## config.mk

```make
export PLATFORM = sky130hd
export DESIGN_NAME = mbox_seq
export DESIGN_NICKNAME = d
export VERILOG_FILES = /design/src/rtl/mbox_seq_pkg.sv /design/src/rtl/mbox_poll_timer.sv /design/src/rtl/mbox_byte_lane.sv /design/src/rtl/mbox_seq.sv
export SDC_FILE = /design/constraint.sdc
export NUM_CORES = 1
export LEC_CHECK = 0
export ABC_AREA = 0
export BUFFER_PORTS_ARGS = -buffer_cell sky130_fd_sc_hd__buf_2
export CORE_MARGIN = 3
export CORE_UTILIZATION = 55
export CTS_BUF_LIST = sky130_fd_sc_hd__clkbuf_8
export CTS_CLUSTER_SIZE = 30
export DETAILED_ROUTE_END_ITERATION = 16
export HOLD_SLACK_MARGIN = 0.05
export MAX_ROUTING_LAYER = met4
export PLACE_DENSITY_LB_ADDON = 0.25
export SETUP_SLACK_MARGIN = 0.15
export SKIP_LAST_GASP = 1
export SLEW_MARGIN = 15
export SYNTH_ARGS = -nofsm -noshare
export SYNTH_HDL_FRONTEND = slang
export SYNTH_SLANG_ARGS = --single-unit
```

## constraint.sdc

```tcl
create_clock -name clk -period 5.1 [get_ports clk]
set_clock_uncertainty 0.15 [all_clocks]
set_input_delay 0 -clock clk [delete_from_list [all_inputs] [get_ports clk]]
set_output_delay 0 -clock clk [all_outputs]
set_load 0.05 [all_outputs]
```

## src/rtl/mbox_seq_pkg.sv

```systemverilog
package mbox_seq_pkg;

    typedef enum logic [3:0] {
        ST_IDLE,
        ST_CHK,
        ST_CMD,
        ST_FILL,
        ST_PWR,
        ST_BELL,
        ST_POLL,
        ST_LAST,
        ST_STAT,
        ST_LEN,
        ST_RD,
        ST_OUT,
        ST_DONE
    } seq_state_e;

    localparam logic [1:0] RES_OK   = 2'd0;
    localparam logic [1:0] RES_TMO  = 2'd1;
    localparam logic [1:0] RES_BUSY = 2'd2;

    localparam int OFS_CTRL = 'h04;
    localparam int OFS_CMD  = 'h08;
    localparam int OFS_STAT = 'h10;
    localparam int OFS_WIN  = 'h20;

endpackage

```

## src/rtl/mbox_poll_timer.sv

```systemverilog
module mbox_poll_timer #(
    parameter int LIMIT = 400000,
    localparam int CW = $clog2(LIMIT + 1)
) (
    input  logic clk,
    input  logic rst_n,
    input  logic clear,
    input  logic run,
    output logic expired
);
    logic [CW-1:0] cnt_d, cnt_q;

    assign expired = (cnt_q == CW'(LIMIT - 1));

    always_comb begin
        cnt_d = cnt_q;
        if (clear)
            cnt_d = '0;
        else if (run && !expired)
            cnt_d = cnt_q + 1'b1;
    end

    always_ff @(posedge clk) begin
        if (!rst_n) cnt_q <= '0;
        else        cnt_q <= cnt_d;
    end
endmodule

```

## src/rtl/mbox_byte_lane.sv

```systemverilog
module mbox_byte_lane (
    input  logic [63:0] word,
    input  logic [2:0]  sel,
    output logic [7:0]  lane
);
    logic [7:0] lanes [8];

    for (genvar g = 0; g < 8; g++) begin : g_lane
        assign lanes[g] = word[8*g +: 8];
    end

    assign lane = lanes[sel];
endmodule

```

## src/rtl/mbox_seq.sv

```systemverilog
module mbox_seq
    import mbox_seq_pkg::*;
#(
    parameter int PAYLOAD_BYTES = 64,
    parameter int CLK_HZ        = 200_000_000,
    parameter int TIMEOUT_US    = 2000,
    parameter int ADDR_W        = 12,
    localparam int LEN_W        = $clog2(PAYLOAD_BYTES + 1)
) (
    input  logic              clk,
    input  logic              rst_n,
    input  logic              req_valid,
    output logic              req_ready,
    input  logic [15:0]       req_opcode,
    input  logic [LEN_W-1:0]  req_len,
    input  logic              in_valid,
    output logic              in_ready,
    input  logic [7:0]        in_data,
    output logic              bus_wr,
    output logic              bus_rd,
    output logic [ADDR_W-1:0] bus_addr,
    output logic [63:0]       bus_wdata,
    input  logic [63:0]       bus_rdata,
    output logic              out_valid,
    input  logic              out_ready,
    output logic [7:0]        out_data,
    output logic              rsp_done,
    output logic [1:0]        rsp_status,
    output logic [15:0]       rsp_rc,
    output logic [LEN_W-1:0]  rsp_len
);
    localparam int WORDS      = (PAYLOAD_BYTES + 7) / 8;
    localparam int WIDX_W     = (WORDS > 1) ? $clog2(WORDS) : 1;
    localparam int POLL_LIMIT = (CLK_HZ / 1_000_000) * TIMEOUT_US;

    typedef struct packed {
        seq_state_e        state;
        logic [15:0]       opcode;
        logic [LEN_W-1:0]  len;
        logic [LEN_W-1:0]  cnt;
        logic [WIDX_W-1:0] widx;
        logic [63:0]       buff;
        logic [1:0]        res;
        logic [15:0]       rc;
        logic [LEN_W-1:0]  olen;
    } seq_regs_t;

    seq_regs_t r_d, r_q;

    logic        tmr_expired;
    logic [7:0]  lane_byte;
    logic [20:0] len_field;
    logic [LEN_W-1:0] cnt_inc;
    logic [ADDR_W-1:0] win_addr;

    mbox_poll_timer #(.LIMIT(POLL_LIMIT)) u_timer (
        .clk     (clk),
        .rst_n   (rst_n),
        .clear   (r_q.state == ST_BELL),
        .run     (r_q.state == ST_POLL),
        .expired (tmr_expired)
    );

    mbox_byte_lane u_lane (
        .word (r_q.buff),
        .sel  (r_q.cnt[2:0]),
        .lane (lane_byte)
    );

    assign len_field = bus_rdata[36:16];
    assign cnt_inc   = r_q.cnt + 1'b1;
    assign win_addr  = ADDR_W'(OFS_WIN) + ADDR_W'({r_q.widx, 3'b000});

    assign req_ready  = (r_q.state == ST_IDLE);
    assign in_ready   = (r_q.state == ST_FILL);
    assign out_valid  = (r_q.state == ST_OUT);
    assign out_data   = lane_byte;
    assign rsp_done   = (r_q.state == ST_DONE);
    assign rsp_status = r_q.res;
    assign rsp_rc     = r_q.rc;
    assign rsp_len    = r_q.olen;

    always_comb begin
        r_d       = r_q;
        bus_wr    = 1'b0;
        bus_rd    = 1'b0;
        bus_addr  = '0;
        bus_wdata = '0;
        unique case (r_q.state)
            ST_IDLE: begin
                if (req_valid) begin
                    r_d.opcode = req_opcode;
                    r_d.len    = req_len;
                    r_d.cnt    = '0;
                    r_d.widx   = '0;
                    r_d.buff   = '0;
                    r_d.state  = ST_CHK;
                end
            end
            ST_CHK: begin
                bus_rd   = 1'b1;
                bus_addr = ADDR_W'(OFS_CTRL);
                if (bus_rdata[0]) begin
                    r_d.res   = RES_BUSY;
                    r_d.rc    = '0;
                    r_d.olen  = '0;
                    r_d.state = ST_DONE;
                end else begin
                    r_d.state = ST_CMD;
                end
            end
            ST_CMD: begin
                bus_wr    = 1'b1;
                bus_addr  = ADDR_W'(OFS_CMD);
                bus_wdata = {27'd0, 21'(r_q.len), r_q.opcode};
                r_d.state = (r_q.len != '0) ? ST_FILL : ST_BELL;
            end
            ST_FILL: begin
                if (in_valid) begin
                    r_d.buff[{r_q.cnt[2:0], 3'b000} +: 8] = in_data;
                    r_d.cnt = cnt_inc;
                    if (r_q.cnt[2:0] == 3'd7 || cnt_inc == r_q.len)
                        r_d.state = ST_PWR;
                end
            end
            ST_PWR: begin
                bus_wr    = 1'b1;
                bus_addr  = win_addr;
                bus_wdata = r_q.buff;
                r_d.buff  = '0;
                r_d.widx  = r_q.widx + 1'b1;
                r_d.state = (r_q.cnt == r_q.len) ? ST_BELL : ST_FILL;
            end
            ST_BELL: begin
                bus_wr    = 1'b1;
                bus_addr  = ADDR_W'(OFS_CTRL);
                bus_wdata = 64'd1;
                r_d.state = ST_POLL;
            end
            ST_POLL: begin
                bus_rd   = 1'b1;
                bus_addr = ADDR_W'(OFS_CTRL);
                if (!bus_rdata[0])
                    r_d.state = ST_STAT;
                else if (tmr_expired)
                    r_d.state = ST_LAST;
            end
            ST_LAST: begin
                bus_rd   = 1'b1;
                bus_addr = ADDR_W'(OFS_CTRL);
                if (!bus_rdata[0]) begin
                    r_d.state = ST_STAT;
                end else begin
                    r_d.res   = RES_TMO;
                    r_d.rc    = '0;
                    r_d.olen  = '0;
                    r_d.state = ST_DONE;
                end
            end
            ST_STAT: begin
                bus_rd   = 1'b1;
                bus_addr = ADDR_W'(OFS_STAT);
                r_d.rc   = bus_rdata[47:32];
                r_d.res  = RES_OK;
                r_d.olen = '0;
                r_d.state = (bus_rdata[47:32] != 16'd0) ? ST_DONE : ST_LEN;
            end
            ST_LEN: begin
                bus_rd   = 1'b1;
                bus_addr = ADDR_W'(OFS_CMD);
                r_d.olen = (len_field > 21'(PAYLOAD_BYTES)) ? LEN_W'(PAYLOAD_BYTES)
                                                             : LEN_W'(len_field);
                r_d.cnt  = '0;
                r_d.widx = '0;
                r_d.state = (r_d.olen == '0) ? ST_DONE : ST_RD;
            end
            ST_RD: begin
                bus_rd    = 1'b1;
                bus_addr  = win_addr;
                r_d.buff  = bus_rdata;
                r_d.state = ST_OUT;
            end
            ST_OUT: begin
                if (out_ready) begin
                    r_d.cnt = cnt_inc;
                    if (cnt_inc == r_q.olen) begin
                        r_d.state = ST_DONE;
                    end else if (r_q.cnt[2:0] == 3'd7) begin
                        r_d.widx  = r_q.widx + 1'b1;
                        r_d.state = ST_RD;
                    end
                end
            end
            ST_DONE: r_d.state = ST_IDLE;
            default: r_d.state = ST_IDLE;
        endcase
    end

    always_ff @(posedge clk) begin
        if (!rst_n) begin
            r_q       <= '0;
            r_q.state <= ST_IDLE;
        end else begin
            r_q <= r_d;
        end
    end
endmodule

```

## Yosys cells after proc, flatten, opt, wreduce, memory -nomap -nowiden

Cells that the tools add are included.

| word-level totals | value |
|---|---|
| flip-flop bits (word level) | 145 |
| input bits | 100 |
| output and inout port bits | 115 |
| logic and storage cells | 109 |

| operators by class | value |
|---|---|
| bitwise gates (word level) | 2 |
| reduce and logical (&&, ||, !) cells | 25 |
| order comparisons | 2 |
| equality and inequality tests | 27 |
| muxes and demuxes | 36 |
| shift-type cells | 2 |
| add/subtract/negate cells | 5 |

Operators with widths:

| cell | count |
|---|---|
| 64-bit one-hot mux with 4 select lines | 1 |
| 64-bit one-hot mux with 3 select lines | 1 |
| 101-bit two-way mux | 1 |
| 7-bit one-hot mux with 4 select lines | 3 |
| 64-bit bitwise mux | 1 |
| 64-bit two-way mux | 1 |
| 8-bit by 8-bit variable shift with 64-bit output (first input constant) | 1 |
| 8-bit by 8-bit variable part select with 64-bit output | 1 |
| 18-bit one-hot mux with 3 select lines | 1 |
| 25-bit two-way mux | 2 |
| 4-bit one-hot mux with 12 select lines | 1 |
| 4-bit two-way mux | 8 |
| 8-bit binary-select mux with 3-bit select | 1 |
| 7-bit == test | 3 |
| 21-bit by 7-bit greater-than comparator with 1-bit output (second input constant) | 1 |
| 3-bit two-way mux | 7 |
| 4-bit == test (second input constant) | 5 |
| 19-bit by 1-bit adder with 19-bit output (second input constant) | 1 |
| 19-bit == test (second input constant) | 1 |
| 4-bit by 3-bit == test with 1-bit output (second input constant) | 4 |
| 8-bit two-way mux | 2 |
| 16-bit nonzero test | 1 |
| 4-bit nonzero test | 4 |
| 7-bit two-way mux | 2 |
| 33 further kinds | 45 |

## Depth between registers and ports, before layout

| logic depth | value |
|---|---|
| depth after elaboration | 6 |
| gate-level depth with buffers | 13 |

## Hierarchy

A second synthesis with hierarchy kept.

| unflattened totals | value |
|---|---|
| cell total of the unflattened synthesis | 1,210 |
| area total of the unflattened synthesis | 9,396.5 µm² |

By module, submodules not included:

| module | cells each | area an instance (µm²) | times used | seq. area each (µm²) |
|---|---|---|---|---|
| mbox_seq | 1,063 | 7,817.5 | 1 | 2,522.4 |
| mbox_poll_timer | 118 | 1,028.5 | 1 | 380.4 |
| mbox_byte_lane | 29 | 550.5 | 1 | 0.0 |

## Worst setup path after synthesis

No wires, ideal clock.

| path | value |
|---|---|
| path type | register to register |
| from | register r_q[93] (netlist bit) |
| to | register r_q[25] (netlist bit) |
| period minus slack after synthesis | 3.136 ns |
| stages on the path, launching flop included | 14 |
| path slack | 1.964 ns |
| arrival time | 2.871 ns |
| path buffers | 3 |
| path through | dfxtp_1 > buf_1 > clkbuf_1 > inv_1 > ha_1 > ha_1 > clkbuf_1 > nor2_1 > nand4_1 > mux2i_1 > nor2_1 > a21oi_1 > o21ai_0 > and2_1 |

| on the way | value |
|---|---|
| cells in the longest elaborated chain, start to end | 5 |

Ends and longest elaborated chain:

| what | line | RTL |
|---|---|---|
| start, declared | mbox_seq.sv:48 | `seq_regs_t r_d, r_q;` |
| start signal, assigned | mbox_seq.sv:204 | `r_q <= r_d;` |
| 6-bit negation with 8-bit output * | mbox_seq.sv:120 | `r_d.buff[{r_q.cnt[2:0], 3'b000} +: 8] = in_data;` |
| 8-bit by 8-bit variable part select with 64-bit output or 8-bit by 8-bit variable shift with 64-bit output (tied branches) | mbox_seq.sv:120 |  |
| 64-bit bitwise mux * | mbox_seq.sv:120 |  |
| 64-bit two-way mux * | mbox_seq.sv:119 | `if (in_valid) begin` |
| 64-bit one-hot mux with 4 select lines * | mbox_seq.sv:89 | `unique case (r_q.state)` |

Mark *: on every way between the ends. The rest lies on a longest branch, timed or not. The select of a mux whose other input is x is not followed.
A chain may end at the register's enable or synchronous reset.

## Final worst setup path

| path | value |
|---|---|
| from | register r_q[124] (netlist bit) |
| to | register r_q[74] (netlist bit) |

| on the way | value |
|---|---|
| cells in the longest elaborated chain, start to end | 3 |

Ends and longest elaborated chain:

| what | line |
|---|---|
| 4-bit by 2-bit == test with 1-bit output, or another cell as far along | mbox_seq.sv:89 |
| 4-bit nonzero test (no source line) or 2-bit != test (tied branches) | - |
| 3-bit AND reduction (no source line) | - |

Several ways; a longest one is shown, not always the timed one.

==> flow_metrics.tcl <==
set metrics [dict create \
    status "completed" \
    leakage_nw 4.645 \
    insertion_delay_ps 460 \
    core_area_um2 16060 \
    start_util_pct 56.86 \
    synth.avg_cell_area_um2 7.750 \
    ys_warn_count 0 \
    regToRegSetupSlack_ps 500 \
    path_class "register to register" \
    worst_pin_slew_ps 1139 \
    peakVddDrop_uv 410.5 \
    cts-root-buf "clkbuf_8" \
    rows 46 \
    fmax_mhz 217.2 \
    post_cts_buffers 0 \
    fin_nets 1529 \
    dr_total_vias 10070 \
    cp.arrival_ps 4810 \
    grt_pass1_wl_um 50270 \
    startpoint_type "register" \
    slew_headroom_pct 24.09 \
    wirelength_um 32030 \
    cp-startpoint "r_q[124]" \
    p_switching_mw 1.610 \
    htreeDepth 4 \
    cp_data_required_time_ps 5310 \
    postLayoutCoreUtil_pct 71.99 \
    p_clk_share_pct 22.2 \
    path_max_fanout 35 \
    combPwrFrac_pct 40.4 \
    fillers 1236 \
    finalHoldViolCount 0 \
    dieArea_um2 18180 \
    grt_setup_unrepaired "no" \
    holdWs_ps 87.36 \
    reg2reg_from "r_q[124]" \
    grt_remaining_overflow 0 \
    clock_sink_count 145 \
    avgViaCountPerCell 6.098 \
    seqPwrFrac_pct 37.4 \
    antenna_found_initial 0 \
    grt_pass1_vias 9489 \
    ys_types 55 \
    cts_buffers 17 \
    finalSetupTns_ps 0 \
    postRouteAntennaNets 0 \
    clk_pin_slew_ps 90 \
    post_dp_cell_area_um2 9981 \
    grt_max_degree 129 \
    drt-initial-drc-count 1158 \
    place.gp.congestion 0.9423 \
    r2r_end "r_q[74]" \
    area_delta_synth_final_pct 26.61 \
    port_buffers 207 \
    cap_violations 0 \
    worstSetupEndpoint "r_q[74]" \
    hp-class "primary input to register" \
    firstDrtPassIters 6 \
    power_density_nw_per_um2 309.1 \
    n_antenna_cell 0 \
    grt_usage_pct 35.51 \
    syn_area_um2 9130 \
    synth-seq-cells 145 \
    die_x_um 134.8 \
    end_kind "register" \
    async_reset_ff_share_pct 0 \
    p_int_mw 1.964 \
    switching_share_pct 45.05 \
    finalCritPeriodShare_pct 90.28 \
    synthCells 1178 \
    cts_tree "done" \
    dp_hpwl_um 19960 \
    synth_seq_area_share_pct 31.79 \
    drc 0 \
    maxSlewViolCount 0 \
    chipHeight_um 134.8 \
    drive_above_1_share_pct 20.70 \
    cts_buffer_depth 2 \
    ios 215 \
    wire_per_inst_um 19.40 \
    fin_crit_ps 4604 \
    synth_ff_type "dfxtp_1" \
    finalSetupViolCount 0 \
    r2r_cells 9 \
    fin_area_um2 11560 \
    synth-edff-count 0 \
]
[synth_stat cells, types with 4 or more instances]
library cell / n / area (um2)
buf_1: 16 / 60.06
mux4_2: 16 / 360.4
ha_1: 6 / 75.07
a22o_1: 22 / 192.7
a21boi_0: 28 / 210.2
a21oi_1: 66 / 330.3
nor3_1: 18 / 90.09
mux2i_1: 15 / 150.1
nand4_1: 9 / 56.30
nand3_1: 79 / 395.4
buf_4: 33 / 247.7
a211oi_1: 5 / 37.54
nor2b_1: 33 / 206.5
nand2_1: 150 / 563.0
inv_1: 10 / 37.54
a22oi_1: 55 / 412.9
o21ai_0: 90 / 450.4
xor2_1: 20 / 175.2
clkbuf_1: 69 / 259.0
and3_1: 6 / 37.54
dfxtp_1: 145 / 2903
nor2_1: 66 / 247.7
nand3b_1: 7 / 52.55
nand2b_1: 10 / 62.56
and2_1: 108 / 675.7
or4_1: 4 / 30.03
nor4_1: 4 / 25.02
xnor2_1: 23 / 201.4
mux2_2: 24 / 270.3
[cell usage in the layout, fill, tap and decap left out, types with 3 or more instances in the layout]
| master | instances |
|---|---|
| a211oi_1 | 5 |
| a21boi_0 | 28 |
| a21oi_1 | 65 |
| a22o_1 | 22 |
| a22oi_1 | 55 |
| a32oi_1 | 3 |
| and2_1 | 108 |
| and3_1 | 6 |
| buf_2 | 207 |
| buf_4 | 9 |
| clkbuf_8 | 17 |
| clkinvlp_4 | 9 |
| conb_1 | 7 |
| dfxtp_1 | 145 |
| dlygate4sd3_1 | 124 |
| ha_1 | 6 |
| inv_1 | 11 |
| mux2_2 | 24 |
| mux2i_1 | 15 |
| mux4_2 | 16 |
| nand2_1 | 149 |
| nand2b_1 | 10 |
| nand3_1 | 79 |
| nand3b_1 | 7 |
| nand4_1 | 9 |
| nor2_1 | 63 |
| nor2b_1 | 33 |
| nor3_1 | 17 |
| nor3b_1 | 3 |
| nor4_1 | 4 |
| o21ai_0 | 90 |
| or2_2 | 3 |
| or4_1 | 4 |
| xnor2_1 | 23 |
| xor2_1 | 20 |
[what timing repair did]
item,in CTS,in global routing
hold buffers,124,0
setup endpoints to repair,0,4
hold endpoints to repair,117,0
resized for setup,0,1
[state kept, by name, indices dropped and copies added, names as in the netlist]
signal and flops:
rsp_len 7, rsp_status 2, r_q 101, rsp_rc 16, u_timer.cnt_q 19
[cell type report]
type / count / area, um2 / share of cell area, %
Clock buffer: 17 / 234.0 / 2.024
Clock inverter: 14 / 95.09 / 0.8226
Inverter: 11 / 45.04 / 0.3897
Multi-Input combinational cell: 907 / 5663 / 48.99
Sequential cell: 145 / 2903 / 25.11
Tap cell: 216 / 270.3 / 2.338
Timing Repair Buffer: 340 / 2345 / 20.28
Timing Repair inverter: 1 / 5.005 / 0.04329
[logic make-up (layout without fill, tap and decap cells)]
kind of cell / count (synthesis) / count (layout) / synth area share, %
fa+ha+maj: 6 / 6 / 0.8222
buf+inv: 132 / 383 / 6.825
flops: 145 / 145 / 31.79
mux: 55 / 55 / 8.551
other cells: 1 / 7 / 0.04107
compound gates: 289 / 289 / 20.01
xor+xnor: 43 / 43 / 4.125
simple gates: 507 / 507 / 27.83
[worst min-delay path by stage]
stage / start / end / depth (start not counted)
final: in_data[0] / r_q[65] / 6
after global routing: in_data[0] / r_q[65] / 6
after CTS: in_data[4] / r_q[53] / 6
after detailed placement: req_opcode[0] / r_q[106] / 3
after global placement: req_opcode[15] / r_q[121] / 3
after floorplan: req_opcode[3] / r_q[109] / 2
[power groups by stage]
stage	registers [mW]	logic, mW	clock network, mW
floorplan	1.28	1.09	0
global placement	1.35	1.31	0
detailed placement	1.35	1.32	0
CTS	1.33	1.40	0.803
global route	1.35	1.55	0.850
finish	1.34	1.44	0.795
[worst max-delay path: stages (launching register included)]
cell and delay, ps:
dfxtp_1 710, inv_1 280, nand2_1 280, or2_2 680
clkinvlp_4 670, a22oi_1 320, dlygate4sd3_1 590, o21ai_0 70
and2_1 200, dlygate4sd3_1 540
[layer usage]
layer | track usage (%) | vias up | share of wire (%)
met4 | 16.69 | 0 | 4.9
li1 | - | 4575 | -
met3 | 6.893 | 134 | 10
met2 | 55.45 | 674 | 46
met5 | - | - | 0
met1 | 44.54 | 4685 | 38
[per-stage QoR]
step                setup WS, ps  power, mW  instances
floorplan                   1964      2.365       1184
global placement            1616      2.660       1495
detailed placement          1601      2.672       1495
CTS                        523.2      3.531       1650
global route               207.3      3.752       1651
finish                     495.6      3.573       1651
No activity file was read; power rests on OpenSTA's default activity.
